File: config.mk
export PLATFORM = sky130hd
export DESIGN_NAME = shared_bus_reader
export DESIGN_NICKNAME = d
export VERILOG_FILES = /design/src/rtl/sbr_pkg.sv /design/src/rtl/sbr_ctrl.sv /design/src/rtl/sbr_datapath.sv /design/src/rtl/shared_bus_reader.sv
export SDC_FILE = /design/constraint.sdc
export NUM_CORES = 1
export LEC_CHECK = 0
export BUFFER_PORTS_ARGS = -buffer_cell sky130_fd_sc_hd__clkbuf_2
export CAP_MARGIN = 0
export CORE_AREA = 4 4 80 75
export CTS_CLUSTER_SIZE = 28
export DETAILED_ROUTE_END_ITERATION = 8
export DIE_AREA = 0 0 84 79
export GPL_ROUTABILITY_DRIVEN = 0
export GPL_TIMING_DRIVEN = 0
export PLACE_DENSITY = 0.74
export SYNTH_ARGS = -nofsm -noshare
export SYNTH_HDL_FRONTEND = slang
export SYNTH_SLANG_ARGS = --single-unit
File: constraint.sdc
create_clock -name clk -period 2.1 [get_ports clk]
set_input_delay 0.105 -clock clk [delete_from_list [all_inputs] [get_ports clk]]
set_output_delay 0.105 -clock clk [all_outputs]
set_load 0.02 [all_outputs]
File: src/rtl/sbr_pkg.sv
package sbr_pkg;

  typedef enum logic [2:0] {
    ST_IDLE,
    ST_ALE,
    ST_AHOLD,
    ST_TURN,
    ST_READ,
    ST_RECOV
  } sbrState_t;

  typedef struct packed {
    logic aleOn;
    logic driveAddr;
    logic rdOn;
    logic loadAddr;
    logic capture;
  } sbrStrobe_t;

endpackage

File: src/rtl/sbr_ctrl.sv
module sbr_ctrl
  import sbr_pkg::*;
#(
  parameter int DUR_W     = 5,
  parameter int FLASH_EXT = 7,
  parameter int ALE_LEN   = 2
) (
  input  logic             clk,
  input  logic             rstN,
  input  logic             reqValid,
  input  logic [DUR_W-1:0] durField,
  input  logic             holdEn,
  input  logic             flashEn,
  output sbrStrobe_t       strobe,
  output logic             busy,
  output logic             done
);

  localparam int MAX_DUR = (1 << DUR_W);
  localparam int MAX_PH  = (MAX_DUR > FLASH_EXT + 2) ? MAX_DUR : FLASH_EXT + 2;
  localparam int CW      = $clog2(MAX_PH) + 1;

  sbrState_t        state;
  logic [CW-1:0]    cnt;
  logic [DUR_W-1:0] durR;
  logic             holdR;
  logic             flashR;
  logic             cntZero;

  assign cntZero = (cnt == '0);

  always_ff @(posedge clk) begin
    if (!rstN) begin
      state  <= ST_IDLE;
      cnt    <= '0;
      durR   <= '0;
      holdR  <= 1'b0;
      flashR <= 1'b0;
    end else begin
      unique case (state)
        ST_IDLE: begin
          if (reqValid) begin
            state  <= ST_ALE;
            cnt    <= CW'(ALE_LEN - 1);
            durR   <= (durField == '0) ? DUR_W'(1) : durField;
            holdR  <= holdEn;
            flashR <= flashEn;
          end
        end
        ST_ALE: begin
          if (cntZero) state <= ST_AHOLD;
          else         cnt   <= cnt - 1'b1;
        end
        ST_AHOLD: begin
          state <= ST_TURN;
          cnt   <= (flashR ? CW'(FLASH_EXT) : '0) + CW'(holdR);
        end
        ST_TURN: begin
          if (cntZero) begin
            state <= ST_READ;
            cnt   <= CW'(durR) - 1'b1;
          end else begin
            cnt <= cnt - 1'b1;
          end
        end
        ST_READ: begin
          if (cntZero) begin
            state <= ST_RECOV;
            cnt   <= CW'(holdR);
          end else begin
            cnt <= cnt - 1'b1;
          end
        end
        ST_RECOV: begin
          if (cntZero) state <= ST_IDLE;
          else         cnt   <= cnt - 1'b1;
        end
        default: state <= ST_IDLE;
      endcase
    end
  end

  always_comb begin
    strobe.aleOn     = (state == ST_ALE);
    strobe.driveAddr = (state == ST_ALE) || (state == ST_AHOLD);
    strobe.rdOn      = (state == ST_READ);
    strobe.loadAddr  = (state == ST_IDLE) && reqValid;
    strobe.capture   = (state == ST_READ) && cntZero;
  end

  assign busy = (state != ST_IDLE);
  assign done = (state == ST_RECOV) && cntZero;

endmodule

File: src/rtl/sbr_datapath.sv
module sbr_datapath
  import sbr_pkg::*;
#(
  parameter int DATA_W = 16
) (
  input  logic              clk,
  input  logic              rstN,
  input  sbrStrobe_t        strobe,
  input  logic [DATA_W-1:0] reqAddr,
  input  logic [DATA_W-1:0] adIn,
  input  logic              aleActLow,
  output logic [DATA_W-1:0] adOut,
  output logic              adOe,
  output logic              aleOut,
  output logic              rdN,
  output logic [DATA_W-1:0] rdData
);

  logic [DATA_W-1:0] addrR;
  logic [DATA_W-1:0] dataR;

  always_ff @(posedge clk) begin
    if (!rstN) begin
      addrR <= '0;
      dataR <= '0;
    end else begin
      if (strobe.loadAddr) addrR <= reqAddr;
      if (strobe.capture)  dataR <= adIn;
    end
  end

  assign adOut  = strobe.driveAddr ? addrR : '0;
  assign adOe   = strobe.driveAddr;
  assign aleOut = strobe.aleOn ^ aleActLow;
  assign rdN    = ~strobe.rdOn;
  assign rdData = dataR;

endmodule

File: src/rtl/shared_bus_reader.sv
module shared_bus_reader
  import sbr_pkg::*;
#(
  parameter int DATA_W    = 16,
  parameter int DUR_W     = 5,
  parameter int FLASH_EXT = 7
) (
  input  logic              clk,
  input  logic              rstN,
  input  logic              reqValid,
  input  logic [DATA_W-1:0] reqAddr,
  input  logic [DUR_W-1:0]  durField,
  input  logic              holdEn,
  input  logic              flashEn,
  input  logic              aleActLow,
  input  logic [DATA_W-1:0] adIn,
  output logic [DATA_W-1:0] adOut,
  output logic              adOe,
  output logic              aleOut,
  output logic              rdN,
  output logic              busy,
  output logic              done,
  output logic [DATA_W-1:0] rdData
);

  sbrStrobe_t strobe;

  sbr_ctrl #(
    .DUR_W    (DUR_W),
    .FLASH_EXT(FLASH_EXT),
    .ALE_LEN  (2)
  ) u_ctrl (
    .clk     (clk),
    .rstN    (rstN),
    .reqValid(reqValid),
    .durField(durField),
    .holdEn  (holdEn),
    .flashEn (flashEn),
    .strobe  (strobe),
    .busy    (busy),
    .done    (done)
  );

  sbr_datapath #(
    .DATA_W(DATA_W)
  ) u_dp (
    .clk      (clk),
    .rstN     (rstN),
    .strobe   (strobe),
    .reqAddr  (reqAddr),
    .adIn     (adIn),
    .aleActLow(aleActLow),
    .adOut    (adOut),
    .adOe     (adOe),
    .aleOut   (aleOut),
    .rdN      (rdN),
    .rdData   (rdData)
  );

endmodule

==> results.py <==
metrics = {
    "floorplanning": {
        "die_x_um": 84,
        "coreArea_um2": 5130,
        "dieArea_um2": 6640,
        "fp-row-count": 25,
        "die_h_um": 79,
        "io_pins": 80,
        "start_util_pct": 44.1,
    },
    "grt": {
        "grt_pass1_vias": 2115,
        "grt_usage_pct": 17.8,
        "grt_max_degree": 16,
        "overflow": 0,
        "grt_pass1_wl_um": 9740,
        "antenna_found_initial": 0,
    },
    "synthesis": {
        "synth_cells": 293,
        "yosys_warnings": 0,
        "async_reset_ff_share_pct": 0,
        "syn_nets": 341,
        "yosys_most_used_dff": "dfxtp_1",
        "synth-edff-count": 0,
        "syn_area_per_cell_um2": 7.73,
        "synth_seq_cells": 48,
        "syn_area_um2": 2260,
        "yosysSeqAreaShare_pct": 42.4,
        "synth_cell_types": 46,
    },
    "timing": {
        "max_freq_mhz": 508,
        "grt_setup_unrepaired": "no",
        "finalSetupViolations": 0,
        "fin_skew_ns": 0.00606,
        "worstMarginPinSlew_ns": 0.471,
        "relSlewSlack_pct": 68.6,
        "holdWs_ns": 0.0133,
        "fin_crit_sh_pct": 93.7,
        "final_max_slew_viol_count": 0,
        "period_needed_ns": 1.97,
        "hold_violations": 0,
    },
    "drt": {
        "wl_um": 5760,
        "drt-initial-drc-count": 164,
        "drcViolationCount": 0,
        "ant_nets": 0,
        "wire_per_inst_um": 12.8,
        "first_pass_iters": 6,
        "viasPerCell": 4.96,
        "vias": 2228,
    },
    "layout": {
        "fin_nets": 429,
        "diodes": 0,
        "layout_commonest_cell": "nand2_1",
        "multi_input_area_um2": 1230,
        "fillCellCount": 509,
        "layout_common_cells": "nand2_1 (84), clkbuf_2 (80), dfxtp_1 (48), a21oi_1 (42), and2_1 (18)",
        "ff_latch_area_um2": 961,
        "final_area_um2": 2900,
        "drive_gt1_share_pct": 26.7,
        "area_growth_pct": 28.1,
    },
    "worst_setup_path": {
        "reg2regPathDepth": 7,
        "r2r-start": "u_ctrl.cnt[0]",
        "worstPathCellList": "inv_1 > ha_1 > nor2b_4 > nand2_4 > a311oi_4 > o32ai_1 > a221o_1",
        "end_kind": "register",
        "crit_path_max_fanout": 8,
        "slowest_delay_ns": 0.42,
        "criticalPathCategory": "reg -> reg",
        "crit_slowest_cell": "a311oi_4",
        "rrSetupSlack_ns": 0.13,
        "required_ns": 2.30,
        "startpoint_type": "register",
        "crit_arrival_ns": 2.17,
        "regToRegEndpoint": "u_ctrl.cnt[5]",
    },
    "clocking": {
        "path_clk_slew_ns": 0.09,
        "cts_buffers": 5,
        "root_buffer": "clkbuf_8",
        "cts_sinks": 48,
        "htreeDepth": 2,
        "cts_tree": "done",
        "hold_buffers": 0,
        "cts_buffer_depth": 2,
        "insertion_delay_ns": 0.30,
    },
    "status": {
        "status": "finished, final reports clean",
    },
    "flow_run": {
        "max_cap_violations": 0,
    },
    "hold_path": {
        "min_to": "u_dp.rdData[9]",
        "whs_path_depth": 3,
        "hold_class": "in -> reg",
        "hp-start": "adIn[9]",
    },
    "power_and_ir_drop": {
        "power.density_nw_per_um2": 1290,
        "power_leakage_nw": 1.26,
        "ir_worst_vdd_mv": 0.583,
    },
    "placement": {
        "io_buffers": 79,
        "place_area_um2": 2740,
        "dpl.hpwl_um": 4330,
    },
}
critical path: cells and delay by family (launching register included):
| kind | cells | cell delay, ns |
|---|---|---|
| adder cells (fa/ha/maj) | 1 | 0.16 |
| flip-flops | 1 | 0.35 |
| AO/OA/AOI/OAI | 3 | 0.88 |
| AND/OR/NAND/NOR | 2 | 0.37 |
| buffers and inverters | 1 | 0.10 |
synth_stat cells (all sizes together) (2+ instances only):
cell type | number | share of area (%)
o21ai | 6 | 1.3
nor2 | 8 | 1.4
clkbuf | 13 | 2.2
mux2i | 2 | 0.88
nor3 | 8 | 2.3
o32ai | 2 | 0.77
nand2 | 85 | 14
a21oi | 42 | 9.3
a211oi | 2 | 0.66
a31oi | 2 | 0.55
or2 | 2 | 0.55
nor2b | 3 | 0.83
nand3 | 4 | 0.88
nand2b | 4 | 1.1
buf | 2 | 0.44
and2 | 19 | 5.2
ha | 5 | 2.8
inv | 9 | 1.5
dfxtp | 48 | 42
xnor2 | 5 | 1.9
routing by layer:
layer	track usage (%)	wire [um]	vias to the layer above
li1	-	-	1164
met1	23.8	2690	992
met2	28.4	2590	65
met3	4.98	422	7
met4	4.66	58	0
met5	0	0	-
stage by stage:
step	setup WS [ns]	util [%]	TNS, ns	cells	total power [mW]
after global routing	0.00491	56.6	0	449	4.02
after floorplan	0.144	-	0	293	2.47
after CTS	0.00459	56.0	0	447	3.65
final	0.132	56.6	0	449	3.73
after detailed placement	-0.148	53.5	-0.747	439	2.92
after global placement	-0.120	53.5	-0.556	439	2.90
area by class of cell:
type	instances	share of cell area (%)
clock inverters	2	1.34
multi-input cells	220	42.3
plain buffers	15	2.07
well taps	67	2.89
repair buffers	81	14.1
flip-flops and latches	48	33.1
inverters	10	1.29
clock buffers	6	2.85
cell families (layout without fill, tap and decap cells):
family                   after synthesis  count (layout)  synth area share, %
multiplexers                           2               2                0.884
flip-flops                            48              48                 42.4
buffers and inverters                 25             114                 4.25
adder cells (fa/ha/maj)                5               5                 2.76
AND/OR/NAND/NOR                      138             138                 28.3
XOR/XNOR                               6               6                 2.32
AO/OA/AOI/OAI                         69              69                 19.1
power by group:
part	leakage [nW]	switching, mW	internal, mW	total, mW
clock network	0.0614	0.321	0.390	0.711
logic	0.807	1.11	0.705	1.81
registers	0.391	0.146	1.06	1.21
state kept, by name, indices dropped and copies added, names as in the netlist:
name and cells:
u_ctrl.durR 5, u_ctrl.holdR 1, u_ctrl.flashR 1, u_ctrl.state 3
u_dp.rdData 16, u_dp.addrR 16, u_ctrl.cnt 6
timing repair:
| item | 4_1_cts | 5_1_grt |
|---|---|---|
| endpoints found under the setup margin | 21 | 23 |
| gates resized for setup | 2 | 5 |
| cloned | 0 | 0 |
| hold endpoints to repair | 0 | 0 |
| pin swaps | 0 | 1 |
| buffers inserted | 0 | 2 |
worst max path at each step:
stage,startpoint,end,slack [ns],cells past startpoint
after global routing,u_ctrl.state[2],adOut[8],0.005,5
final,u_ctrl.cnt[0],u_ctrl.cnt[5],0.13,7
after CTS,u_ctrl.cnt[0],u_ctrl.cnt[5],0.005,7
after detailed placement,u_ctrl.cnt[0],u_ctrl.cnt[5],-0.15,7
after global placement,u_ctrl.cnt[0],u_ctrl.cnt[5],-0.12,7
after floorplan,u_ctrl.cnt[0],u_ctrl.cnt[5],0.14,7
No activity file was read; power rests on OpenSTA's default activity.
